`src/rtl/simd_flt_pkg.sv`:
```
package simd_flt_pkg;

    localparam int FAULT_N = 7;

    typedef enum logic [2:0] {
        MODE_REAL   = 3'd0,
        MODE_V86    = 3'd1,
        MODE_PROT   = 3'd2,
        MODE_COMPAT = 3'd3,
        MODE_LONG   = 3'd4
    } cpu_mode_e;

    // LSB first in priority: ud is bit 0, ac is bit 6
    typedef struct packed {
        logic ac;
        logic pf;
        logic ss;
        logic gp;
        logic mf;
        logic nm;
        logic ud;
    } fault_req_t;

    function automatic logic mode_is_rm(logic [2:0] m);
        return (m == MODE_REAL) || (m == MODE_V86);
    endfunction

    function automatic logic mode_is_seg(logic [2:0] m);
        return !mode_is_rm(m) && (m != MODE_LONG);
    endfunction

endpackage

```
`src/rtl/simd_flt_gate.sv`:
```
module simd_flt_gate (
    input  logic cr_emul,
    input  logic cr_task_sw,
    input  logic cr_osfx,
    input  logic feat_simd2,
    input  logic lock_pfx,
    input  logic wide_form,
    input  logic has_mem,
    input  logic x87_pend,
    input  logic pf_in,
    input  logic ac_in,
    output logic ud_o,
    output logic nm_o,
    output logic mf_o,
    output logic pf_o,
    output logic ac_o
);
    always_comb begin
        ud_o = cr_emul | lock_pfx | ~feat_simd2 | (wide_form & ~cr_osfx);
        nm_o = cr_task_sw;
        mf_o = ~wide_form & x87_pend;
        pf_o = has_mem & pf_in;
        ac_o = has_mem & ~wide_form & ac_in;
    end
endmodule

```
`src/rtl/simd_flt_mem.sv`:
```
module simd_flt_mem
    import simd_flt_pkg::*;
#(
    parameter int ADDR_W      = 48,
    parameter int SIZE_W      = 5,
    parameter int ALIGN_BYTES = 16,
    parameter int REAL_TOP    = 65535
) (
    input  logic              wide_form,
    input  logic [2:0]        cpu_mode,
    input  logic              has_mem,
    input  logic [ADDR_W-1:0] eff_addr,
    input  logic [SIZE_W-1:0] acc_bytes,
    input  logic              seg_limit_viol,
    input  logic              via_stack,
    input  logic              addr_canon,
    output logic              gp_o,
    output logic              ss_o
);
    localparam int ALIGN_LSB = $clog2(ALIGN_BYTES);
    localparam int AW1       = ADDR_W + 1;

    logic [SIZE_W-1:0] size_m1;
    logic [AW1-1:0]    last_byte;
    logic              misalign, over_top, seg_hit, nc_hit;

    always_comb begin
        size_m1   = (acc_bytes == '0) ? '0 : acc_bytes - 1'b1;
        last_byte = {1'b0, eff_addr} + AW1'(size_m1);
        misalign  = has_mem & wide_form & (eff_addr[ALIGN_LSB-1:0] != '0);
        over_top  = has_mem & mode_is_rm(cpu_mode) & (last_byte > AW1'(REAL_TOP));
        seg_hit   = has_mem & mode_is_seg(cpu_mode) & seg_limit_viol;
        nc_hit    = has_mem & (cpu_mode == MODE_LONG) & ~addr_canon;
        gp_o      = misalign | over_top | ((seg_hit | nc_hit) & ~via_stack);
        ss_o      = (seg_hit | nc_hit) & via_stack;
    end
endmodule

```
`src/rtl/simd_flt_prio.sv`:
```
module simd_flt_prio #(
    parameter int N = 7
) (
    input  logic [N-1:0] req,
    output logic [N-1:0] grant
);
    logic [N-1:0] seen;

    assign seen[0] = 1'b0;
    generate
        for (genvar i = 1; i < N; i++) begin : g_seen
            assign seen[i] = seen[i-1] | req[i-1];
        end
        for (genvar i = 0; i < N; i++) begin : g_grant
            assign grant[i] = req[i] & ~seen[i];
        end
    endgenerate
endmodule

```
`src/rtl/simd_fault_check.sv`:
```
module simd_fault_check
    import simd_flt_pkg::*;
#(
    parameter int ADDR_W      = 48,
    parameter int SIZE_W      = 5,
    parameter int ALIGN_BYTES = 16,
    parameter int REAL_TOP    = 65535
) (
    input  logic               clk,
    input  logic               rst,
    input  logic               in_valid,
    input  logic               cr_emul,
    input  logic               cr_task_sw,
    input  logic               cr_osfx,
    input  logic               feat_simd2,
    input  logic               lock_pfx,
    input  logic               wide_form,
    input  logic [2:0]         cpu_mode,
    input  logic               has_mem,
    input  logic [ADDR_W-1:0]  eff_addr,
    input  logic [SIZE_W-1:0]  acc_bytes,
    input  logic               seg_limit_viol,
    input  logic               via_stack,
    input  logic               addr_canon,
    input  logic               x87_pend,
    input  logic               pf_in,
    input  logic               ac_in,
    output logic               out_valid,
    output logic [FAULT_N-1:0] fault_vec
);
    fault_req_t         req;
    logic [FAULT_N-1:0] grant;
    logic               ud_w, nm_w, mf_w, pf_w, ac_w, gp_w, ss_w;

    simd_flt_gate u_gate (
        .cr_emul    (cr_emul),
        .cr_task_sw (cr_task_sw),
        .cr_osfx    (cr_osfx),
        .feat_simd2 (feat_simd2),
        .lock_pfx   (lock_pfx),
        .wide_form  (wide_form),
        .has_mem    (has_mem),
        .x87_pend   (x87_pend),
        .pf_in      (pf_in),
        .ac_in      (ac_in),
        .ud_o       (ud_w),
        .nm_o       (nm_w),
        .mf_o       (mf_w),
        .pf_o       (pf_w),
        .ac_o       (ac_w)
    );

    simd_flt_mem #(
        .ADDR_W      (ADDR_W),
        .SIZE_W      (SIZE_W),
        .ALIGN_BYTES (ALIGN_BYTES),
        .REAL_TOP    (REAL_TOP)
    ) u_mem (
        .wide_form      (wide_form),
        .cpu_mode       (cpu_mode),
        .has_mem        (has_mem),
        .eff_addr       (eff_addr),
        .acc_bytes      (acc_bytes),
        .seg_limit_viol (seg_limit_viol),
        .via_stack      (via_stack),
        .addr_canon     (addr_canon),
        .gp_o           (gp_w),
        .ss_o           (ss_w)
    );

    always_comb begin
        req.ud = ud_w;
        req.nm = nm_w;
        req.mf = mf_w;
        req.gp = gp_w;
        req.ss = ss_w;
        req.pf = pf_w;
        req.ac = ac_w;
    end

    simd_flt_prio #(.N(FAULT_N)) u_prio (
        .req   (req),
        .grant (grant)
    );

    always_ff @(posedge clk) begin
        if (rst) begin
            out_valid <= 1'b0;
            fault_vec <= '0;
        end else begin
            out_valid <= in_valid;
            if (in_valid) begin
                fault_vec <= grant;
            end
        end
    end
endmodule

```
`config.mk`:
```
export PLATFORM = sky130hd
export DESIGN_NAME = simd_fault_check
export DESIGN_NICKNAME = d
export VERILOG_FILES = /design/src/rtl/simd_flt_pkg.sv /design/src/rtl/simd_flt_gate.sv /design/src/rtl/simd_flt_mem.sv /design/src/rtl/simd_flt_prio.sv /design/src/rtl/simd_fault_check.sv
export SDC_FILE = /design/constraint.sdc
export NUM_CORES = 1
export LEC_CHECK = 0
export BUFFER_PORTS_ARGS = -buffer_cell sky130_fd_sc_hd__buf_2
export CAP_MARGIN = 25
export CORE_MARGIN = 2
export CORE_UTILIZATION = 50
export DETAILED_ROUTE_END_ITERATION = 12
export HOLD_SLACK_MARGIN = 0.03
export PLACE_DENSITY = 0.85
export SKIP_LAST_GASP = 1
export SLEW_MARGIN = 20
export SYNTH_ARGS = -nofsm -noshare
export SYNTH_HDL_FRONTEND = slang
export SYNTH_SLANG_ARGS = --single-unit
```
`constraint.sdc`:
```
create_clock -name clk -period 5.4 [get_ports clk]
set_input_delay 0.27 -clock clk [delete_from_list [all_inputs] [get_ports clk]]
set_output_delay 0.27 -clock clk [all_outputs]
set_load 0.03 [all_outputs]
```
# Word level (Yosys, flattened, before mapping)
# Index checks and enable logic that the tools add are counted.
[totals]
out_inout_bits = 8
regBits = 8
[classes]
n_eq_ne = 3
n_addsub = 2
n_bitwise = 43
n_mux = 1
n_lt_le_gt_ge = 1
reduce_logical = 6
[ops]
columns = ["operator", "n"]
rows = [
  ["adder 48 x 5 -> 49 bit", 1],
  ["greater-than comparator 49 x 16 -> 1 bit (second input constant)", 1],
  ["bitwise AND 1 bit", 21],
  ["inverter 1 bit", 11],
  ["OR 1 bit", 11],
  ["logical NOT 5 bit", 1],
  ["2-to-1 mux 5 bit", 1],
  ["subtractor 5 x 1 -> 5 bit (second input constant)", 1],
  ["nonzero test 4 bit", 1],
  ["== test 3 x 1 -> 1 bit (second input constant)", 1],
  ["== test 3 bit (second input constant)", 1],
  ["logical NOT 3 bit", 1],
  ["inequality test 3 bit (second input constant)", 1],
  ["logical AND 1 bit", 1],
  ["logical NOT 1 bit", 1],
  ["logical OR 1 bit", 1],
]

# Depth between registers and ports, before layout
# Gate-level depths: netlist (run 1).
[logic_depth]
word_depth = 14
ltp_mapped = 19

# Hierarchy
# A second synthesis (run 1) with hierarchy kept.
[hier_totals]
cells_unflattened = 221
area_unflattened_um2 = 1646.6
[by_module_without_submodules]
columns = ["module", "cells_per_inst", "area_each_um2", "seq_area_each_um2", "n_inst"]
rows = [
  ["simd_flt_mem", 179, 1255.0, 0.0, 1],
  ["simd_fault_check", 25, 277.8, 160.2, 1],
  ["simd_flt_prio", 9, 71.3, 0.0, 1],
  ["simd_flt_gate", 8, 42.5, 0.0, 1],
]

# Worst setup path before layout (run 1)
# Ideal clock, no wire load.
[synth_timing]
path_kind = "input to register"
start = "input acc_bytes[0]"
end = "register fault_vec[3]"
stages = 17
required_time_ns = 5.284
t_arrival_ns = 3.243
setup_slack_ns = 2.041
n_path_buf = 1
cell_sequence = "inv_1 -> ha_1 -> nand2b_1 -> nor3_1 -> or2_2 -> fa_1 -> nor2b_1 -> o2111a_1 -> buf_4 -> nor2_1 -> or3_1 -> a211o_1 -> nor4_1 -> nand4_1 -> o211ai_2 -> nand2_1 -> a31o_1"
[synth_between]
elab_chain_cells = 8
word_cells_on_any_way = 9
classes_between = "add/sub: 2; order compare: 1; mux: 1; bitwise: 4; reduce/logical: 1"
[synth_lines]
columns = ["item", "line", "source"]
rows = [
  ["from (decl)", "simd_fault_check.sv:21", "input logic [SIZE_W-1:0] acc_bytes,"],
  ["subtractor 5 x 1 -> 5 bit / logical NOT 5 bit (equally long branches)", "simd_flt_mem.sv:28", "size_m1 = (acc_bytes == '0) ? '0 : acc_bytes - 1'b1;"],
  ["2-to-1 mux 5 bit (*)", "simd_flt_mem.sv:28", ""],
  ["adder 48 x 5 -> 49 bit (*)", "simd_flt_mem.sv:29", "last_byte = {1'b0, eff_addr} + AW1'(size_m1);"],
  ["greater-than comparator 49 x 16 -> 1 bit (*)", "simd_flt_mem.sv:31", "over_top = has_mem & mode_is_rm(cpu_mode) & (last_byte > AW1'(REAL_TOP));"],
  ["bitwise AND 1 bit (*)", "simd_flt_mem.sv:31", ""],
  ["OR 1 bit (*) (2 in series)", "simd_flt_mem.sv:34", "gp_o = misalign | over_top | ((seg_hit | nc_hit) & ~via_stack);"],
  ["bitwise AND 1 bit (*)", "simd_flt_prio.sv:15", "assign grant[i] = req[i] & ~seen[i];"],
  ["to (signal assigned)", "simd_fault_check.sv:93", "fault_vec <= grant;"],
  ["to (decl)", "simd_fault_check.sv:29", "output logic [FAULT_N-1:0] fault_vec"],
]
# Mark *: on every way between the ends. The rest lies on a longest branch, timed or not.
# A chain may end at the register's enable or synchronous reset.

# Final worst setup path (run 1)
# Ends and elaborated chain as after synthesis.

==> flow_summary.yaml, run 1 <==
die:
  die_h_um: 59.64
  core_um2: 3003
  rows: 20
  fp.dieW_um: 59.64
  design.die.area_um2: 3556
  io_pins: 80
  initial_utilization_pct: 51.54
placed_design:
  gp_congestion: 0.9274
  dpl.hpwl_mm: 3.522
  portBuffers: 79
  dpl_worst_slack_ns: 1.482
cts:
  cts_sinks: 8
  post_cts_resize_count: 0
  cts_setup_buffers: 0
  cts_tree: "built"
  clockRootBuffer: "clkbuf_4"
  worstSkewPairLatency_ns: 0.25
  cts_hold_buffers: 0
  htree_levels: 1
  clkTransAtPathRegs_ns: 0.05
  clockBufferDepth: 2
  numCtsBuffers: 3
yosys:
  yosys.cell_types.count: 60
  syn-cell-area_um2: 1548
  synth_seq_cells: 8
  synth_nets: 297
  ys.flop_type: "dfxtp_1"
  synthesis.instances: 217
  synth-edff-count: 0
  ys_seq_area_share_pct: 10.35
  syn_area_per_cell_um2: 7.132
  synth_warnings: 0
  async_reset_ff_share_pct: 0
setup_path:
  startpoint: "acc_bytes[0]"
  critical_path_class: "input pin to flop"
  endpoint_kind: "flop"
  cp.arrival_ns: 3.83
  path_max_fanout: 10
  start_kind: "input pin"
  required_ns: 5.55
  r2r_start: "fault_vec[3]"
sta:
  skew_ns: 0
  min_period_over_period_pct: 68.16
  period_needed_ns: 3.681
  final-hold-violation-count: 0
  tns_ns: 0
  clock.fmax_mhz: 271.7
  worstMarginPinSlew_ns: 0.6466
  slew_headroom_pct: 55.78
  final.setup.worst_slack_ns: 1.719
  grt_setup_unrepaired: "no"
  maxSlewViolCount: 0
  finalSetupViolCount: 0
finish:
  layout_common_cells: "buf_2, nor2_1, nand2_1"
  multi_input_area_um2: 1313
  fillers: 295
  layout_commonest_cell: "buf_2"
  regArea_um2: 160.2
  layout-drive-gt1-share_pct: 33.78
  area_growth_pct: 28.70
  nets: 378
  antenna_cells: 0
hold_path:
  min_path_type: "input pin to flop"
  min_from: "cr_task_sw"
global_routing:
  grt_most_used_layer: "met2"
  track_usage_pct: 23.31
  grt_max_degree: 11
  grt_overflow: 0
  grt_pass1_vias: 1640
  grt_util_met3_pct: 4.585
  antenna_found_initial: 0
  use_met2_pct: 40.19
  gr-usage-met1_pct: 30.18
  grt_pass1_wl_mm: 6.575
routing:
  routed_wl_mm: 4.135
  postRouteAntennaNets: 0
  vias: 1923
  viasPerCell: 5.845
  drt_iter0_drc: 91
  drc: 0
  wl_per_cell_um: 12.57
  first_pass_iters: 4
power:
  power_uw: 206.3
  cellPowerDensity_nw_per_um2: 103.6
  combPwrFrac_pct: 48.6
  clkPwrFrac_pct: 22.0
  seqPwrFrac_pct: 29.5
  ir_drop_uv: 113.4
  leakagePower_uw: 0.0009170
  switching_share_pct: 37.41
  p_int_uw: 129.1
  netSwitchingPower_uw: 77.17
outcome:
  outcome: "finished clean"
run:
  drv_cap: 0
[critical path, stage by stage]
cell,delay (ns)
buf_2,0.10
inv_1,0.06
ha_1,0.22
nand2b_1,0.12
nor3_1,0.07
or2_2,0.30
fa_1,0.39
nor2b_1,0.12
o2111a_1,0.39
nor2_1,0.08
or3_1,0.38
a211o_1,0.30
nor4_1,0.35
nand4_1,0.17
o211ai_2,0.23
nand2_1,0.08
a31o_1,0.20
[routing by layer]
metal  vias to the layer above  share of wire, %
met5                         -                 0
met4                         0              0.24
met3                         2               6.4
met2                        59                49
met1                       862                45
li1                       1000                 -
[cell usage after synthesis (all sizes together) (2+ instances only)]
library cell / count / area [um^2]
a31o: 2 / 17.52
xor2: 5 / 43.79
o211ai: 4 / 40.03
and2: 2 / 12.51
o21ai: 4 / 20.01
o21a: 2 / 15.01
o32ai: 2 / 17.52
a41oi: 3 / 26.28
mux2i: 4 / 40.04
mux2: 2 / 26.27
nor2b: 8 / 50.05
ha: 7 / 87.58
nor4: 6 / 73.82
nand4: 10 / 83.83
clkbuf: 2 / 7.510
nor3: 11 / 65.06
o2111ai: 4 / 35.03
and3: 9 / 56.30
and4: 2 / 17.52
dfxtp: 8 / 160.2
nor2: 22 / 85.09
nor3b: 2 / 15.01
nand2: 19 / 71.32
or2: 2 / 12.51
inv: 16 / 60.05
nand2b: 3 / 18.77
a31oi: 3 / 18.77
a21oi: 10 / 50.05
o2111a: 4 / 46.29
o31ai: 3 / 22.52
a211o: 2 / 17.52
nand3: 19 / 100.1
[through the flow]
stage               cell area (um^2)  utilization (%)  hold slack, ns  std cells
detailed placement              1969            65.58          0.4640        326
global placement                1969            65.58          0.4545        326
finish                          1992            66.33          0.2695        329
global route                    1992            66.33          0.2903        329
floorplan                       1548                -          0.4092        217
CTS                             1992            66.33          0.2611        329
[registers in the layout, indices dropped and copies added (netlist names)]
register	count
out_valid	1
fault_vec	7
[final timing paths]
| path | to | slack (ns) | depth (start not counted) |
|---|---|---|---|
| worst max register to register | fault_vec[3] | 4.67 | 2 |
| worst min register to register | fault_vec[4] | 0.47 | 2 |
| worst min-delay path | fault_vec[1] | 0.27 | 3 |
| worst max-delay path | fault_vec[3] | 1.72 | 17 |
[kinds of logic after synthesis]
family / synth area share [%]
adders and majority gates: 6.952
xor gates and xnor gates: 3.395
muxes: 4.284
DFF: 10.35
and+or+nand+nor: 44.79
AOI/OAI and AO/OA: 25.38
buffers and inverters: 4.850
[power by group through the flow]
stage	Combinational, uW	Clock [uW]	Sequential [uW]
after floorplan	48.2	0	64.2
after global placement	97.0	0	61.9
after detailed placement	99.3	0	61.9
after CTS	99.7	48.0	60.7
after global routing	112	50.1	60.7
final	100	45.3	60.8
[cell type report]
cell class                 count  share of cell area (%)
multi-input combinational    190                   65.89
timing repair buffer          79                   19.85
sequential                     8                   8.040
inverter                      16                   3.015
tap                           33                   2.073
clock buffer                   3                   1.131
(Power assumes the default switching activity.)
==> inputs of run 2 (changes only) <==
--- a/config.mk
+++ b/config.mk
@@ -5,13 +5,14 @@
 export SDC_FILE = /design/constraint.sdc
 export NUM_CORES = 1
 export LEC_CHECK = 0
+export ABC_AREA = 1
 export BUFFER_PORTS_ARGS = -buffer_cell sky130_fd_sc_hd__buf_2
 export CAP_MARGIN = 25
 export CORE_MARGIN = 2
-export CORE_UTILIZATION = 50
+export CORE_UTILIZATION = 47
 export DETAILED_ROUTE_END_ITERATION = 12
 export HOLD_SLACK_MARGIN = 0.03
-export PLACE_DENSITY = 0.85
+export PLACE_DENSITY = 0.77
 export SKIP_LAST_GASP = 1
 export SLEW_MARGIN = 20
 export SYNTH_ARGS = -nofsm -noshare
==> constraint.sdc (replaced) <==
create_clock -name clk -period 3 [get_ports clk]
set_input_delay 0.15 -clock clk [delete_from_list [all_inputs] [get_ports clk]]
set_output_delay 0.15 -clock clk [all_outputs]
set_load 0.03 [all_outputs]
==> flow_summary.yaml, run 2 <==
sta:
  skew_ns: 0
  min_period_over_period_pct: 90.71
  tns_ns: 0
  worstMarginPinSlew_ns: 0.3777
  maxSlewViolCount: 0
  slew_headroom_pct: 74.59
  finalSetupViolCount: 0
  period_needed_ns: 2.721
  clock.fmax_mhz: 367.5
  final-hold-violation-count: 0
setup_path:
  reg2regPathDepth: 2
  r2r_start: "fault_vec[6]"
  cp_cell_sequence: "buf_2 -> inv_2 -> ha_4 -> inv_1 -> or2_4 -> o21ai_1 -> a21oi_1 -> ha_1 -> nand2_2 -> inv_2 -> nand2_2 -> nand3_4 -> nand4_1 -> nor2_1 -> nor2_1 -> nand2_1 -> nor2_2 -> nand2_1 -> nor2_1 -> nand2_1 -> nand2_2 -> nand4_1 -> a21oi_1"
  start_kind: "input pin"
  critPathMaxStageDelay_ns: 0.34
  critical_path_class: "input pin to flop"
  required_ns: 3.16
  path_max_fanout: 7
  slowest_stage: "ha_1"
  startpoint: "acc_bytes[1]"
  endpoint_kind: "flop"
  cp.arrival_ns: 2.88
yosys:
  ys.flop_type: "dfxtp_1"
  synth_area_leaders: "nand2_1, nor2_1, inv_1, nand3_1, dfxtp_1"
  ys_seq_area_share_pct: 6.874
  synthesis.instances: 481
  yosys.cell_types.count: 34
  synth_top_area_cell: "nand2_1"
  synthTopCellsByCount: "nand2_1, nor2_1, inv_1"
  async_reset_ff_share_pct: 0
  synth-edff-count: 0
  synth_nets: 561
  syn_area_per_cell_um2: 4.844
  yosysMostFrequentCell: "nand2_1"
  syn-cell-area_um2: 2330
  synth_warnings: 0
  synth_seq_cells: 8
  netlist.area_leader.share_pct: 27.07
finish:
  fin_cells: 637
  multi_input_area_um2: 2072
  regArea_um2: 160.2
  area_growth_pct: 31.90
  largestRegisters: "fault_vec (7), out_valid (1)"
  fin_area_um2: 3073
  layout-drive-gt1-share_pct: 26.84
  largest-register: "fault_vec"
  layout_common_cells: "nand2_1, nor2_1, buf_2"
  antenna_cells: 0
  fillers: 487
  largest_register_ffs: 7
  nets: 652
  layout_commonest_cell: "nand2_1"
routing:
  first_pass_iters: 5
  routed_wl_mm: 7.903
  vias: 3315
  wl_per_cell_um: 12.41
  drt_iter0_drc: 322
  postRouteAntennaNets: 0
  viasPerCell: 5.204
  drc: 0
global_routing:
  grt_overflow: 0
  grt_pass1_wl_mm: 11.95
  grt_max_degree: 15
  track_usage_pct: 27.55
  grt_pass1_vias: 2855
  antenna_found_initial: 0
hold_path:
  min_from: "rst"
  whs_path_depth: 2
  min_path_type: "input pin to flop"
cts:
  clockBufferDepth: 2
  htree_levels: 1
  cts_tree: "built"
  numCtsBuffers: 3
  clkTransAtPathRegs_ns: 0.04
  worstSkewPairLatency_ns: 0.23
  cts_sinks: 8
  clockRootBuffer: "clkbuf_8"
die:
  io_pins: 80
  core_um2: 4755
  design.die.area_um2: 5536
  fp.dieW_um: 74.41
  die_h_um: 74.41
  rows: 25
  initial_utilization_pct: 49.00
placed_design:
  gp_congestion: 1.007
  dpl.hpwl_mm: 6.422
  portBuffers: 79
  dpl.cell_count: 627
  placed_cell_area_um2: 2813
run:
  drv_cap: 0
power:
  switching_share_pct: 42.58
  combPwrFrac_pct: 55.1
  ir_drop_uv: 233.4
  seqPwrFrac_pct: 20.7
  p_int_uw: 303.7
  cellPowerDensity_nw_per_um2: 172.1
  leakagePower_uw: 0.001565
  netSwitchingPower_uw: 225.2
  clkPwrFrac_pct: 24.2
outcome:
  outcome: "finished clean"
[run 2: cell types whose count changed in the layout (fill, tap and decap cells not counted), sizes merged, moves of 8 or more]
cell / previous run / this run
nand2: 19 / 178
nor2: 22 / 108
inv: 16 / 67
nand3: 19 / 43
nand4: 10 / 19
and3: 9 / 1
buf: 79 / 87
nor2b: 8 / 0
[run 2: cell families after synthesis]
family          after synthesis  share of synthesized area, %
simple gates                370                         69.92
buf+inv                      71                         11.76
compound gates               19                         4.941
fa+ha+maj                     8                         4.619
flops                         8                         6.874
xor+xnor                      5                         1.880
[run 2: area by class of cell]
| class | count | share of cell area (%) |
|---|---|---|
| multi-input cells | 404 | 67.43 |
| repair buffers | 87 | 14.90 |
| inverters | 68 | 8.388 |
| flip-flops and latches | 8 | 5.212 |
| well taps | 67 | 2.728 |
| clock buffers | 3 | 1.344 |
[run 2: timing repair]
action                     CTS  global route
resized for setup            0            48
hold buffers                 0             0
buffers inserted             0             5
setup endpoints to repair    0             4
[run 2: worst max-delay path: cells and delay by family]
| kind | cells | cell delay (ns) |
|---|---|---|
| AO/OA/AOI/OAI | 3 | 0.35 |
| adder cells (fa/ha/maj) | 2 | 0.47 |
| buffers and inverters | 4 | 0.28 |
| AND/OR/NAND/NOR | 14 | 1.58 |
[run 2: power by group through the flow]
| stage | Clock, uW | Sequential, uW | Combinational [uW] |
|---|---|---|---|
| floorplan | 0 | 116 | 141 |
| global placement | 0 | 111 | 243 |
| detailed placement | 0 | 111 | 247 |
| CTS | 129 | 110 | 249 |
| global route | 133 | 110 | 324 |
| finish | 128 | 110 | 291 |
[run 2: path summary, 6_finish.rpt]
kind             endpoint  slack (ns)
max          fault_vec[4]        0.28
min          fault_vec[5]        0.19
max reg2reg  fault_vec[6]        2.37
min reg2reg  fault_vec[1]        0.46
[run 2: metal layers]
layer	vias to the layer above	wire (um)	track usage, %	share of wire [%]
li1	1706	-	-	-
met1	1442	3254	34.04	41
met2	142	3808	49.56	48
met3	25	537	3.252	6.8
met4	0	302	8.730	3.8
met5	-	0	0	0
[run 2: through the flow]
| step | utilization (%) | hold WS [ns] | power (uW) | worst slack, ns |
|---|---|---|---|---|
| after global routing | 64.63 | 0.2019 | 567.2 | -0.01710 |
| after floorplan | - | 0.2929 | 256.7 | 0.4495 |
| after detailed placement | 59.16 | 0.4213 | 358.3 | -0.07484 |
| final | 64.63 | 0.1934 | 528.8 | 0.2788 |
| after global placement | 59.16 | 0.4165 | 354.9 | -0.01873 |
| after CTS | 60.03 | 0.1926 | 487.3 | 0.1546 |
==> inputs of run 3 (changes only) <==
--- a/config.mk
+++ b/config.mk
@@ -5,14 +5,13 @@
 export SDC_FILE = /design/constraint.sdc
 export NUM_CORES = 1
 export LEC_CHECK = 0
-export ABC_AREA = 1
 export BUFFER_PORTS_ARGS = -buffer_cell sky130_fd_sc_hd__buf_2
 export CAP_MARGIN = 25
 export CORE_MARGIN = 2
-export CORE_UTILIZATION = 47
+export CORE_UTILIZATION = 42
 export DETAILED_ROUTE_END_ITERATION = 12
 export HOLD_SLACK_MARGIN = 0.03
-export PLACE_DENSITY = 0.77
+export PLACE_DENSITY = 0.81
 export SKIP_LAST_GASP = 1
 export SLEW_MARGIN = 20
 export SYNTH_ARGS = -nofsm -noshare
==> flow_summary.yaml, run 3 (same netlist as run 1, synthesis figures left out) <==
cts:
  worstSkewPairLatency_ns: 0.23
  clockRootBuffer: "clkbuf_8"
  cts_sinks: 8
  cts_tree: "built"
  numCtsBuffers: 3
  clkTransAtPathRegs_ns: 0.05
  cts_hold_buffers: 0
  clockBufferDepth: 2
  htree_levels: 1
power:
  cellPowerDensity_nw_per_um2: 204.2
  leakagePower_uw: 0.001003
  ir_drop_uv: 271.6
setup_path:
  critical_path_class: "input pin to flop"
  critPathMaxStageDelay_ns: 0.36
  reg2regPathDepth: 3
  cp_cell_sequence: "buf_8 -> inv_6 -> ha_4 -> nand2b_4 -> nor3_4 -> nor2_1 -> ha_2 -> inv_2 -> fa_2 -> nor2b_4 -> o2111a_2 -> nor2_1 -> or3_1 -> a211o_1 -> nor4_4 -> nand4_1 -> o211ai_2 -> nand2_1 -> a31o_1"
  start_kind: "input pin"
  cp.arrival_ns: 3.09
  cp_common_cell: "nor2_1"
  slowest_stage: "fa_2"
  path_max_fanout: 5
  endpoint_kind: "flop"
  required_ns: 3.12
finish:
  largestRegisters: "fault_vec (7), out_valid (1)"
  layout_common_cells: "buf_2, nor2_1, nand2_1"
  nets: 388
  multi_input_area_um2: 1445
  layout-drive-gt1-share_pct: 42.81
  area_growth_pct: 45.84
  fin_area_um2: 2257
  largest_register_ffs: 7
  regArea_um2: 160.2
  largest-register: "fault_vec"
  layout_commonest_cell: "buf_2"
  fillers: 341
  fin_util_pct: 62.60
  antenna_cells: 0
global_routing:
  grt_pass1_vias: 1755
  grt_overflow: 0
  track_usage_pct: 21.65
  grt_max_degree: 11
  antenna_found_initial: 0
  grt_pass1_wl_mm: 7.507
sta:
  period_needed_ns: 2.966
  slew_headroom_pct: 53.14
  worstMarginPinSlew_ns: 0.6852
  clock.fmax_mhz: 337.1
  grt_setup_unrepaired: "yes"
  finalSetupViolCount: 0
  final-hold-violation-count: 0
  whs_ns: 0.1756
  skew_ns: 0
  final.setup.worst_slack_ns: 0.03351
  maxSlewViolCount: 0
  min_period_over_period_pct: 98.88
die:
  io_pins: 80
  rows: 22
  design.die.area_um2: 4187
  fp.dieW_um: 64.71
  die_h_um: 64.71
  initial_utilization_pct: 42.92
  core_um2: 3606
outcome:
  outcome: "finished clean"
routing:
  first_pass_iters: 4
  drt_iter0_drc: 134
  vias: 2052
  top_layer: "met4"
  postRouteAntennaNets: 0
  routed-wl-met2_mm: 2.215
  wl_met3_um: 294
  wl_per_cell_um: 13.10
  viasPerCell: 5.797
  m1WireLength_mm: 2.109
  drc: 0
  routed_wl_mm: 4.636
placed_design:
  dpl_worst_slack_ns: -0.4653
  gp_congestion: 0.8613
  dpl.hpwl_mm: 3.677
  portBuffers: 79
  placed_cell_area_um2: 2073
run:
  drv_cap: 0
hold_path:
  whs_path_depth: 3
  min_path_type: "input pin to flop"
## run 3: cell types whose count changed in the layout (fill, tap and decap cells not counted), sizes merged, moves of 5 or more
cell    change
nand2     -159
nand3      -24
nor2b       +8
nand4       -9
nand3b      -7
nor2       -86
o2111a      +5
inv        -51
and3        +8
## run 3: final cells by class
type	count	share of cell area [%]
clock buffers	3	1.829
flip-flops and latches	8	7.095
well taps	48	2.661
repair buffers	88	21.40
multi-input cells	191	64.02
inverters	16	2.993
## run 3: report_power, final
group / switching, uW / internal, uW
registers: 0.715 / 109
clock network: 47.7 / 87.4
logic: 117 / 99.1
## run 3: metrics by stage
stage               setup TNS (ns)  total power [uW]  std cells
finish                           0             460.9        354
global placement            -1.149             297.3        348
global route               -0.5894             489.4        354
detailed placement          -1.807             300.6        348
CTS                              0             448.1        353
floorplan                        0             207.5        217
## run 3: repair_timing
action                                 in CTS  in global routing
setup buffers                               1                  1
endpoints found under the hold margin       0                  0
cloned                                      1                  0
resized for setup                           6                 18
pin swaps                                   6                  6
setup endpoints to repair                   4                  4
## run 3: final timing paths
kind	from	end	slack [ns]
max reg2reg	fault_vec[1]	fault_vec[1]	2.25
min	pf_in	fault_vec[5]	0.18
max	acc_bytes[1]	fault_vec[3]	0.03
min reg2reg	fault_vec[5]	fault_vec[5]	0.47
## run 3: worst max-delay path: cells and delay by family
family / cells / cell delay [ns]
AO/OA/AOI/OAI: 4 / 0.94
adder cells (fa/ha/maj): 3 / 0.71
buffers and inverters: 3 / 0.16
AND/OR/NAND/NOR: 9 / 1.12
## run 3: per-layer routing
layer  up-vias  track usage (%)
li1       1013                -
met5         -                0
met4         0            3.191
met3         4            1.389
met1       949            29.43
met2        86            38.14
